File: src/rtl/spi_mseq.sv
module spi_mseq #(
  parameter int SCK_HALF = 1
) (
  input  logic        clk,
  input  logic        rst_n,
  input  logic [2:0]  bus_addr,
  input  logic        bus_wr,
  input  logic [31:0] bus_wdata,
  output logic [31:0] bus_rdata,
  output logic        cs_n,
  output logic        sck,
  output logic [3:0]  io_out,
  output logic [3:0]  io_oe,
  input  logic [3:0]  io_in
);

  localparam int HCW = (SCK_HALF > 1) ? $clog2(SCK_HALF) : 1;
  localparam logic [HCW-1:0] HC_LAST = HCW'(SCK_HALF - 1);

  typedef enum logic [2:0] {
    P_IDLE = 3'd0, P_CMD = 3'd1, P_ADDR = 3'd2, P_DMY = 3'd3, P_DATA = 3'd4
  } phase_t;

  phase_t      phase, np, from;
  logic [7:0]  r_cmd;
  logic [31:0] r_addr, r_wdata, r_rdata, sh, ld_sh, samp;
  logic [4:0]  r_dcnt;
  logic [17:0] r_cfg;
  logic        r_re, r_we, r_keep, done, ph;
  logic [5:0]  cnt, ld_cnt, lanes;
  logic [HCW-1:0] hc;
  logic [1:0]  ls_cur;

  function automatic logic [1:0] lsh(input logic [1:0] code);
    return (code == 2'd1) ? 2'd1 : (code == 2'd2) ? 2'd2 : 2'd0;
  endfunction

  wire busy    = (phase != P_IDLE);
  wire ctl_wr  = bus_wr && !busy && (bus_addr == 3'd0);
  wire st      = ctl_wr && bus_wdata[0];
  wire c_re    = ctl_wr ? bus_wdata[1] : r_re;
  wire c_we    = ctl_wr ? bus_wdata[2] : r_we;
  wire tick    = (hc == HC_LAST);
  wire [2:0] ab = 3'($countones(r_cfg[7:4]));
  wire [2:0] db = 3'($countones(r_cfg[11:8]));
  wire [5:0] nbits_a = {ab, 3'b000};
  wire [5:0] nbits_d = {db, 3'b000};
  wire [1:0] ls_c = lsh(r_cfg[13:12]);
  wire [1:0] ls_a = lsh(r_cfg[15:14]);
  wire [1:0] ls_d = lsh(r_cfg[17:16]);
  wire data_on = (r_cfg[11:8] != 4'd0) && (c_re || c_we);
  wire rd_data = (phase == P_DATA) && r_re;
  wire drive   = (phase == P_CMD) || (phase == P_ADDR) || ((phase == P_DATA) && !r_re);

  logic unused_bits;
  assign unused_bits = ^bus_wdata[31:18];

  always_comb begin
    from = st ? P_IDLE : phase;
    np = P_IDLE;
    if (data_on && from < P_DATA)   np = P_DATA;
    if (r_cfg[1] && from < P_DMY)   np = P_DMY;
    if (ab != 3'd0 && from < P_ADDR) np = P_ADDR;
    if (r_cfg[0] && from < P_CMD)   np = P_CMD;
  end

  always_comb begin
    ld_cnt = 6'd0;
    ld_sh  = 32'd0;
    case (np)
      P_CMD: begin
        ld_cnt = (6'd8 >> ls_c) - 6'd1;
        ld_sh  = {r_cmd, 24'd0};
      end
      P_ADDR: begin
        ld_cnt = (nbits_a >> ls_a) - 6'd1;
        ld_sh  = r_addr << (6'd32 - nbits_a);
      end
      P_DMY: ld_cnt = {1'b0, r_dcnt};
      P_DATA: begin
        ld_cnt = (nbits_d >> ls_d) - 6'd1;
        ld_sh  = c_re ? 32'd0 : r_wdata;
      end
      default: ;
    endcase
  end

  always_comb begin
    case (phase)
      P_CMD:   ls_cur = ls_c;
      P_ADDR:  ls_cur = ls_a;
      P_DATA:  ls_cur = ls_d;
      default: ls_cur = 2'd0;
    endcase
  end

  assign lanes = 6'd1 << ls_cur;

  always_comb begin
    case (ls_cur)
      2'd2:    samp = {28'd0, io_in};
      2'd1:    samp = {30'd0, io_in[1:0]};
      default: samp = {31'd0, io_in[1]};
    endcase
  end

  assign io_oe  = !drive ? 4'h0 : (ls_cur == 2'd2) ? 4'hF : (ls_cur == 2'd1) ? 4'h3 : 4'h1;
  assign io_out = ((ls_cur == 2'd2) ? sh[31:28] :
                   (ls_cur == 2'd1) ? {2'b00, sh[31:30]} : {3'b000, sh[31]}) & io_oe;
  assign sck = ph;

  always_comb begin
    case (bus_addr)
      3'd0:    bus_rdata = {28'd0, r_keep, r_we, r_re, 1'b0};
      3'd1:    bus_rdata = {24'd0, r_cmd};
      3'd2:    bus_rdata = r_addr;
      3'd3:    bus_rdata = {27'd0, r_dcnt};
      3'd4:    bus_rdata = {14'd0, r_cfg};
      3'd5:    bus_rdata = r_wdata;
      3'd6:    bus_rdata = r_rdata;
      default: bus_rdata = {30'd0, !cs_n, done};
    endcase
  end

  always_ff @(posedge clk or negedge rst_n) begin
    if (!rst_n) begin
      phase <= P_IDLE; r_cmd <= '0; r_addr <= '0; r_wdata <= '0; r_rdata <= '0;
      r_dcnt <= '0; r_cfg <= '0; r_re <= 1'b0; r_we <= 1'b0; r_keep <= 1'b0;
      done <= 1'b0; ph <= 1'b0; cs_n <= 1'b1; cnt <= '0; sh <= '0; hc <= '0;
    end else begin
      if (bus_wr && !busy) begin
        case (bus_addr)
          3'd0: {r_keep, r_we, r_re} <= bus_wdata[3:1];
          3'd1: r_cmd   <= bus_wdata[7:0];
          3'd2: r_addr  <= bus_wdata;
          3'd3: r_dcnt  <= bus_wdata[4:0];
          3'd4: r_cfg   <= bus_wdata[17:0];
          3'd5: r_wdata <= bus_wdata;
          default: ;
        endcase
      end
      if (st) begin
        phase <= np;
        hc    <= '0;
        ph    <= 1'b0;
        cnt   <= ld_cnt;
        sh    <= ld_sh;
        if (np == P_IDLE) begin
          done <= 1'b1;
          cs_n <= !bus_wdata[3];
        end else begin
          done <= 1'b0;
          cs_n <= 1'b0;
        end
      end else if (busy) begin
        hc <= tick ? '0 : hc + HCW'(1);
        if (tick && !ph) begin
          ph <= 1'b1;
          if (rd_data) sh <= (sh << lanes) | samp;
        end else if (tick && ph) begin
          ph <= 1'b0;
          if (cnt != 6'd0) begin
            cnt <= cnt - 6'd1;
            if (!rd_data) sh <= sh << lanes;
          end else begin
            if (rd_data) r_rdata <= sh << (6'd32 - nbits_d);
            phase <= np;
            cnt   <= ld_cnt;
            sh    <= ld_sh;
            if (np == P_IDLE) begin
              done <= 1'b1;
              cs_n <= !r_keep;
            end
          end
        end
      end
    end
  end

endmodule

File: config.mk
export PLATFORM = sky130hd
export DESIGN_NAME = spi_mseq
export DESIGN_NICKNAME = d
export VERILOG_FILES = /design/src/rtl/spi_mseq.sv
export SDC_FILE = /design/constraint.sdc
export NUM_CORES = 1
export LEC_CHECK = 0
export BUFFER_PORTS_ARGS = -buffer_cell sky130_fd_sc_hd__buf_2
export CAP_MARGIN = 20
export CORE_UTILIZATION = 36
export DETAILED_ROUTE_END_ITERATION = 8
export PLACE_DENSITY_LB_ADDON = 0.05
export SLEW_MARGIN = 20
export SYNTH_ARGS = -nofsm -noshare
export SYNTH_HDL_FRONTEND = slang
export SYNTH_SLANG_ARGS = --single-unit
File: constraint.sdc
create_clock -name clk -period 4.8 [get_ports clk]
set_input_delay 0.96 -clock clk [delete_from_list [all_inputs] [get_ports clk]]
set_output_delay 0.96 -clock clk [all_outputs]
set_load 0.1 [all_outputs]
==> impl_metrics.yaml, run 1 <==
grt:
  grt_max_degree: 115
  grt_pass1_wl_mm: 66.2
  antenna_found_initial: 0
  grt_util_all_layers: 0.276
  grt_overflow: 0
  grt_pass1_vias: 9788
synth:
  synthesis.area_um2: 11500
  synthMuxAreaShare: 0.229
  synth-seq-area-share: 0.378
  synth_edf_count: 0
  synth_nets: 1226
  yosys.area_share.simple: 0.114
  synth_top_area_share: 0.376
  synth_top_family_by_area: "multiplexers"
  syn_area_per_cell_um2: 9.88
  synth_cells: 1165
  synth_seq_cells: 174
  synth_compound_area_frac: 0.208
  synth.largest_area_cell: "dfrtp_1"
  synth-async-reset-ratio: 1.00
  synthXorXnorAreaFrac: 0.00381
  synthFlopType: "dfrtp_1"
  synth_warnings: 0
  synthDistinctLibCells: 66
  synthAdderAreaFrac: 0.0220
  ys_top_cells_by_area: "dfrtp_1, mux2_2, mux2i_1"
detailed_routing:
  vias_per_cell: 6.10
  drtAntennaViolNets: 0
  dr.pass1.iters: 6
  drc: 0
  routed_wl_mm: 44.4
  wl_met1_mm: 19.6
  wl_met2_mm: 20.9
  wl_per_cell_um: 27.3
  met3WireLength_mm: 2.48
  num_vias: 9937
  top_layer_used: "met4"
  drt_iter0_markers: 1008
sta:
  final_hold_viol_count: 0
  fin_crit_sh: 0.924
  fin_worst_skew_ns: 0.0188
  tns_ns: 0
  period_needed_ns: 4.43
  rsz0062_at_grt: "false"
  max-slew-margin-rel: 0.259
  worst_pin_slew_ns: 1.11
  fmax_mhz: 226
  slew_violations: 0
  setup_viol: 0
cts:
  numCtsBuffers: 17
  clk_latency_ns: 0.46
  clockRootBuffer: "clkbuf_16"
  htree_levels: 4
  clk_pin_slew_ns: 0.07
  tritoncts: "yes"
  cts_hold_buffers: 0
  cts_resized: 0
  cts_sinks: 174
  cts_setup_buffers: 0
  clock_path_buffers: 2
finish:
  fin_nets: 1275
  num_antenna_cells: 0
  synthToLayoutAreaGrowth_pct: 13.4
  drive_gt1_frac: 0.262
  final_core_utilization: 0.415
die:
  dieHeight_um: 181
  fp.coreArea_um2: 31500
  io_pins: 84
  rows: 65
  initial_core_util: 0.366
  die_w_um: 181
  die_area_um2: 32700
run:
  maxCapViolations: 0
placed_design:
  gp_congestion: 0.887
  portBuffers: 83
  hpwl_mm: 32.5
hold_path:
  worstHoldPathType: "flip-flop to flip-flop"
  worstHoldStart: "done"
critical_path:
  r2r-start: "r_cfg[4]"
  worstSetupStartpoint: "phase[1]"
  crit_required_ns: 3.84
  worstSetupEndpointType: "output pin"
  cp_cell_sequence: "nor2b_1 > a22oi_1 > nor2_1 > a31oi_1 > ha_1 > and3_1 > a21oi_1 > nor3_2 > buf_2"
  arrival_ns: 3.47
  cp_slowest_cell: "dfrtp_1"
  cpPeakStageDelay_ns: 0.67
  criticalPathCategory: "flip-flop to output pin"
  cp-start-kind: "flip-flop"
  cp_max_fo: 13
status:
  status: "completed"
[critical path: cells and delay by family, from the launching register on]
family                   cells  cell delay [ns]
adder cells (fa/ha/maj)      1             0.52
AND/OR/NAND/NOR              4             0.55
AO/OA/AOI/OAI                3             0.83
buffers and inverters        1             0.44
flip-flops                   1             0.67
[stage by stage]
| step | hold slack [ns] | cells | setup WS, ns | cell area [µm²] |
|---|---|---|---|---|
| 5_1_grt | 0.520 | 1629 | 0.154 | 13100 |
| 3_5_place_dp | 0.469 | 1597 | 0.488 | 12500 |
| 4_1_cts | 0.485 | 1629 | 0.392 | 13000 |
| 3_3_place_gp | 0.471 | 1597 | 0.523 | 12400 |
| 6_report | 0.480 | 1629 | 0.367 | 13100 |
| 2_1_floorplan | 0.445 | 1165 | 0.0335 | 11500 |
[synth_stat cells, types with 14 or more instances]
cell type,instances
ha_1,17
o211ai_1,21
mux2_2,116
inv_1,29
nor2_1,56
nand3_1,16
a211oi_1,14
clkbuf_1,65
dfrtp_1,173
o21ai_0,66
o21a_1,28
nor2b_1,23
mux4_2,27
a22oi_1,46
o31ai_1,16
a21oi_1,48
a22o_1,27
nand2_1,140
mux2i_1,69
[layer usage]
| layer | track usage | up-vias |
|---|---|---|
| met4 | 0.105 | 0 |
| met2 | 0.440 | 358 |
| met3 | 0.0460 | 48 |
| li1 | - | 4467 |
| met5 | 0 | - |
| met1 | 0.373 | 5064 |
[final cells by class]
cell class	count	area [µm²]
multi-input cells	865	6680
clock buffers	21	470
clock inverters	11	119
well taps	402	503
inverters	31	116
flip-flops and latches	174	4360
repair buffers	125	812
fillers	3130	18400
[path summary, 6_finish.rpt]
check | to | slack (ns) | cells past startpoint
max in group asynchronous | r_rdata[26] | 3.19 | 2
hold / removal | done | 0.48 | 2
setup reg to reg | sh[0] | 0.59 | 15
min in group asynchronous | cnt[2] | 0.68 | 1
setup / recovery | io_out[1] | 0.37 | 9
hold reg to reg | done | 0.48 | 2
[flip-flops by register name (all words and copies together), names as in the netlist, 5 cells and up]
register	flops
cnt	6
sh	32
r_rdata	32
r_cfg	18
r_wdata	32
r_dcnt	5
r_addr	32
r_cmd	8
[kinds of logic after synthesis]
group	count (synthesis)
AO/OA/AOI/OAI	342
AND/OR/NAND/NOR	285
multiplexers	214
flip-flops	174
buffers and inverters	126
adder cells (fa/ha/maj)	19
XOR/XNOR	5
[cell usage in the layout (no fill, tap or decap), drive strengths merged, types with 3 or more instances in the layout]
| cell | netlist | layout |
|---|---|---|
| o22ai | 10 | 10 |
| nor2b | 23 | 23 |
| o32a | 4 | 4 |
| a32o | 8 | 8 |
| buf | 29 | 124 |
| o21ai | 67 | 67 |
| dfrtp | 173 | 173 |
| nand3b | 3 | 3 |
| a21oi | 49 | 49 |
| or2 | 4 | 4 |
| o31ai | 16 | 16 |
| xor2 | 3 | 3 |
| clkbuf | 66 | 22 |
| nor3b | 5 | 5 |
| a31oi | 8 | 8 |
| nand2b | 6 | 6 |
| mux4 | 27 | 27 |
| mux2i | 70 | 70 |
| nand3 | 16 | 16 |
| a222oi | 9 | 9 |
| a221oi | 3 | 3 |
| inv | 29 | 35 |
| nand2 | 141 | 141 |
| a211oi | 14 | 14 |
| mux2 | 117 | 117 |
| nor3 | 13 | 13 |
| a22o | 27 | 27 |
| a22oi | 46 | 46 |
| ha | 17 | 17 |
| o211ai | 21 | 21 |
| nor2 | 56 | 56 |
| o21a | 28 | 28 |
| a2bb2oi | 5 | 5 |
| and2 | 4 | 4 |
| clkinv | 2 | 6 |
| and3 | 10 | 10 |
| o221ai | 13 | 13 |
| a32oi | 3 | 3 |
Power of run 1 is left out: the tool's default activity adds up to more than one toggle a clock period on the data nets, which glitch-free logic cannot reach.
==> inputs of run 2 (changes only) <==
--- a/config.mk
+++ b/config.mk
@@ -5,10 +5,10 @@
 export SDC_FILE = /design/constraint.sdc
 export NUM_CORES = 1
 export LEC_CHECK = 0
-export BUFFER_PORTS_ARGS = -buffer_cell sky130_fd_sc_hd__buf_2
 export CAP_MARGIN = 20
 export CORE_UTILIZATION = 36
 export DETAILED_ROUTE_END_ITERATION = 8
+export DONT_BUFFER_PORTS = 1
 export PLACE_DENSITY_LB_ADDON = 0.05
 export SLEW_MARGIN = 20
 export SYNTH_ARGS = -nofsm -noshare
==> run 2 against run 1 <==
Net effect:
- global-route usage is 0.30 points higher
- cell area is 0.12% lower
- routed wire length hardly changed
- setup slack better by 0.13 ns
- die area stayed put
- sequential share of layout area hardly changed
- count of clock-buffer cells in the layout stayed put
- core utilization is 0.052 points lower
- non-clock buffer count is 44 lower
- highest routed layer unchanged
==> impl_metrics.yaml, run 2 (synthesis gave the netlist of run 1 again) <==
grt:
  grt_overflow: 0
  grt_max_degree: 175
  antenna_found_initial: 0
  grt_util_all_layers: 0.279
  grt_pass1_vias: 9751
  grt_pass1_wl_mm: 66.4
sta:
  worst_pin_slew_ns: 1.13
  tns_ns: 0
  period_needed_ns: 4.30
  setup_viol: 0
  slew_violations: 0
  fin_crit_sh: 0.896
  max-slew-margin-rel: 0.247
  rsz0062_at_grt: "false"
  fin_worst_skew_ns: 0.0143
  final_hold_viol_count: 0
  fmax_mhz: 233
detailed_routing:
  vias_per_cell: 6.17
  drt_iter0_markers: 810
  routed_wl_mm: 44.4
  drc: 0
  num_vias: 9787
  wl_per_cell_um: 28.0
  dr.pass1.iters: 8
  drtAntennaViolNets: 0
die:
  die_area_um2: 32700
  fp.coreArea_um2: 31500
  rows: 65
  die_w_um: 181
  io_pins: 84
  initial_core_util: 0.366
  dieHeight_um: 181
placed_design:
  gp_congestion: 0.858
  portBuffers: 0
  hpwl_mm: 32.9
finish:
  final_common_cell: "dfrtp_1"
  num_antenna_cells: 0
  final_core_utilization: 0.414
  drive_gt1_frac: 0.264
  final_cell_mix: "dfrtp_1, nand2_1, mux2_2"
  synthToLayoutAreaGrowth_pct: 13.3
  fillers: 3099
  fin_nets: 1231
critical_path:
  arrival_ns: 3.34
  cp-start-kind: "flip-flop"
  cp_max_fo: 13
  crit_required_ns: 3.84
  r2r-start: "r_cfg[4]"
  criticalPathCategory: "flip-flop to output pin"
  worstSetupStartpoint: "phase[1]"
  worstSetupEndpointType: "output pin"
status:
  status: "completed"
cts:
  tritoncts: "yes"
  cts_hold_buffers: 0
  clock_path_buffers: 2
  clk_pin_slew_ns: 0.07
  cts_sinks: 174
  cts_setup_buffers: 0
  htree_levels: 4
  cts_resized: 0
  clk_latency_ns: 0.45
  numCtsBuffers: 17
  clockRootBuffer: "clkbuf_16"
run:
  maxCapViolations: 0
hold_path:
  worstHoldPathType: "input pin to async pin"
run 2: worst max-delay path, stage by stage, from the launching register on:
cell	delay (ns)
dfrtp_1	0.65
inv_1	0.18
nor2_1	0.18
a32oi_1	0.11
o22ai_1	0.42
ha_1	0.60
and3_1	0.24
a21oi_1	0.06
nor3_4	0.14
buf_4	0.31
run 2: through the flow:
stage / worst slack [ns] / instances / hold slack [ns] / instance area, µm²
floorplan: 0.0335 / 1165 / 0.445 / 11500
global placement: 0.751 / 1553 / 0.487 / 12400
detailed placement: 0.713 / 1553 / 0.492 / 12400
CTS: 0.483 / 1585 / 0.191 / 13000
global route: 0.267 / 1585 / 0.187 / 13000
finish: 0.501 / 1585 / 0.201 / 13000
run 2: layout make-up:
class | instances | area [µm²] | share of cell area
Sequential cell | 174 | 4360 | 0.334
Timing Repair Buffer | 81 | 646 | 0.0495
Multi-Input combinational cell | 865 | 6830 | 0.524
Inverter | 31 | 116 | 0.00892
Clock buffer | 21 | 470 | 0.0361
Tap cell | 402 | 503 | 0.0386
Clock inverter | 11 | 123 | 0.00940
run 2: worst paths after layout:
check	to	slack [ns]	cells past startpoint
min reg2reg	r_rdata[3]	0.51	1
min	cnt[1]	0.20	0
max	io_out[1]	0.50	9
max in group asynchronous	sck	4.22	0
min in group clk	r_rdata[3]	0.51	1
max reg2reg	sh[26]	0.70	16
run 2: metal layers:
layer / track usage / routed length [µm] / vias up
met2: 0.449 / 21100 / 337
met5: 0 / 0 / -
li1: - / - / 4377
met1: 0.366 / 19100 / 5000
met3: 0.0510 / 2520 / 73
met4: 0.118 / 1710 / 0
Power of run 2 is left out for the same reason.
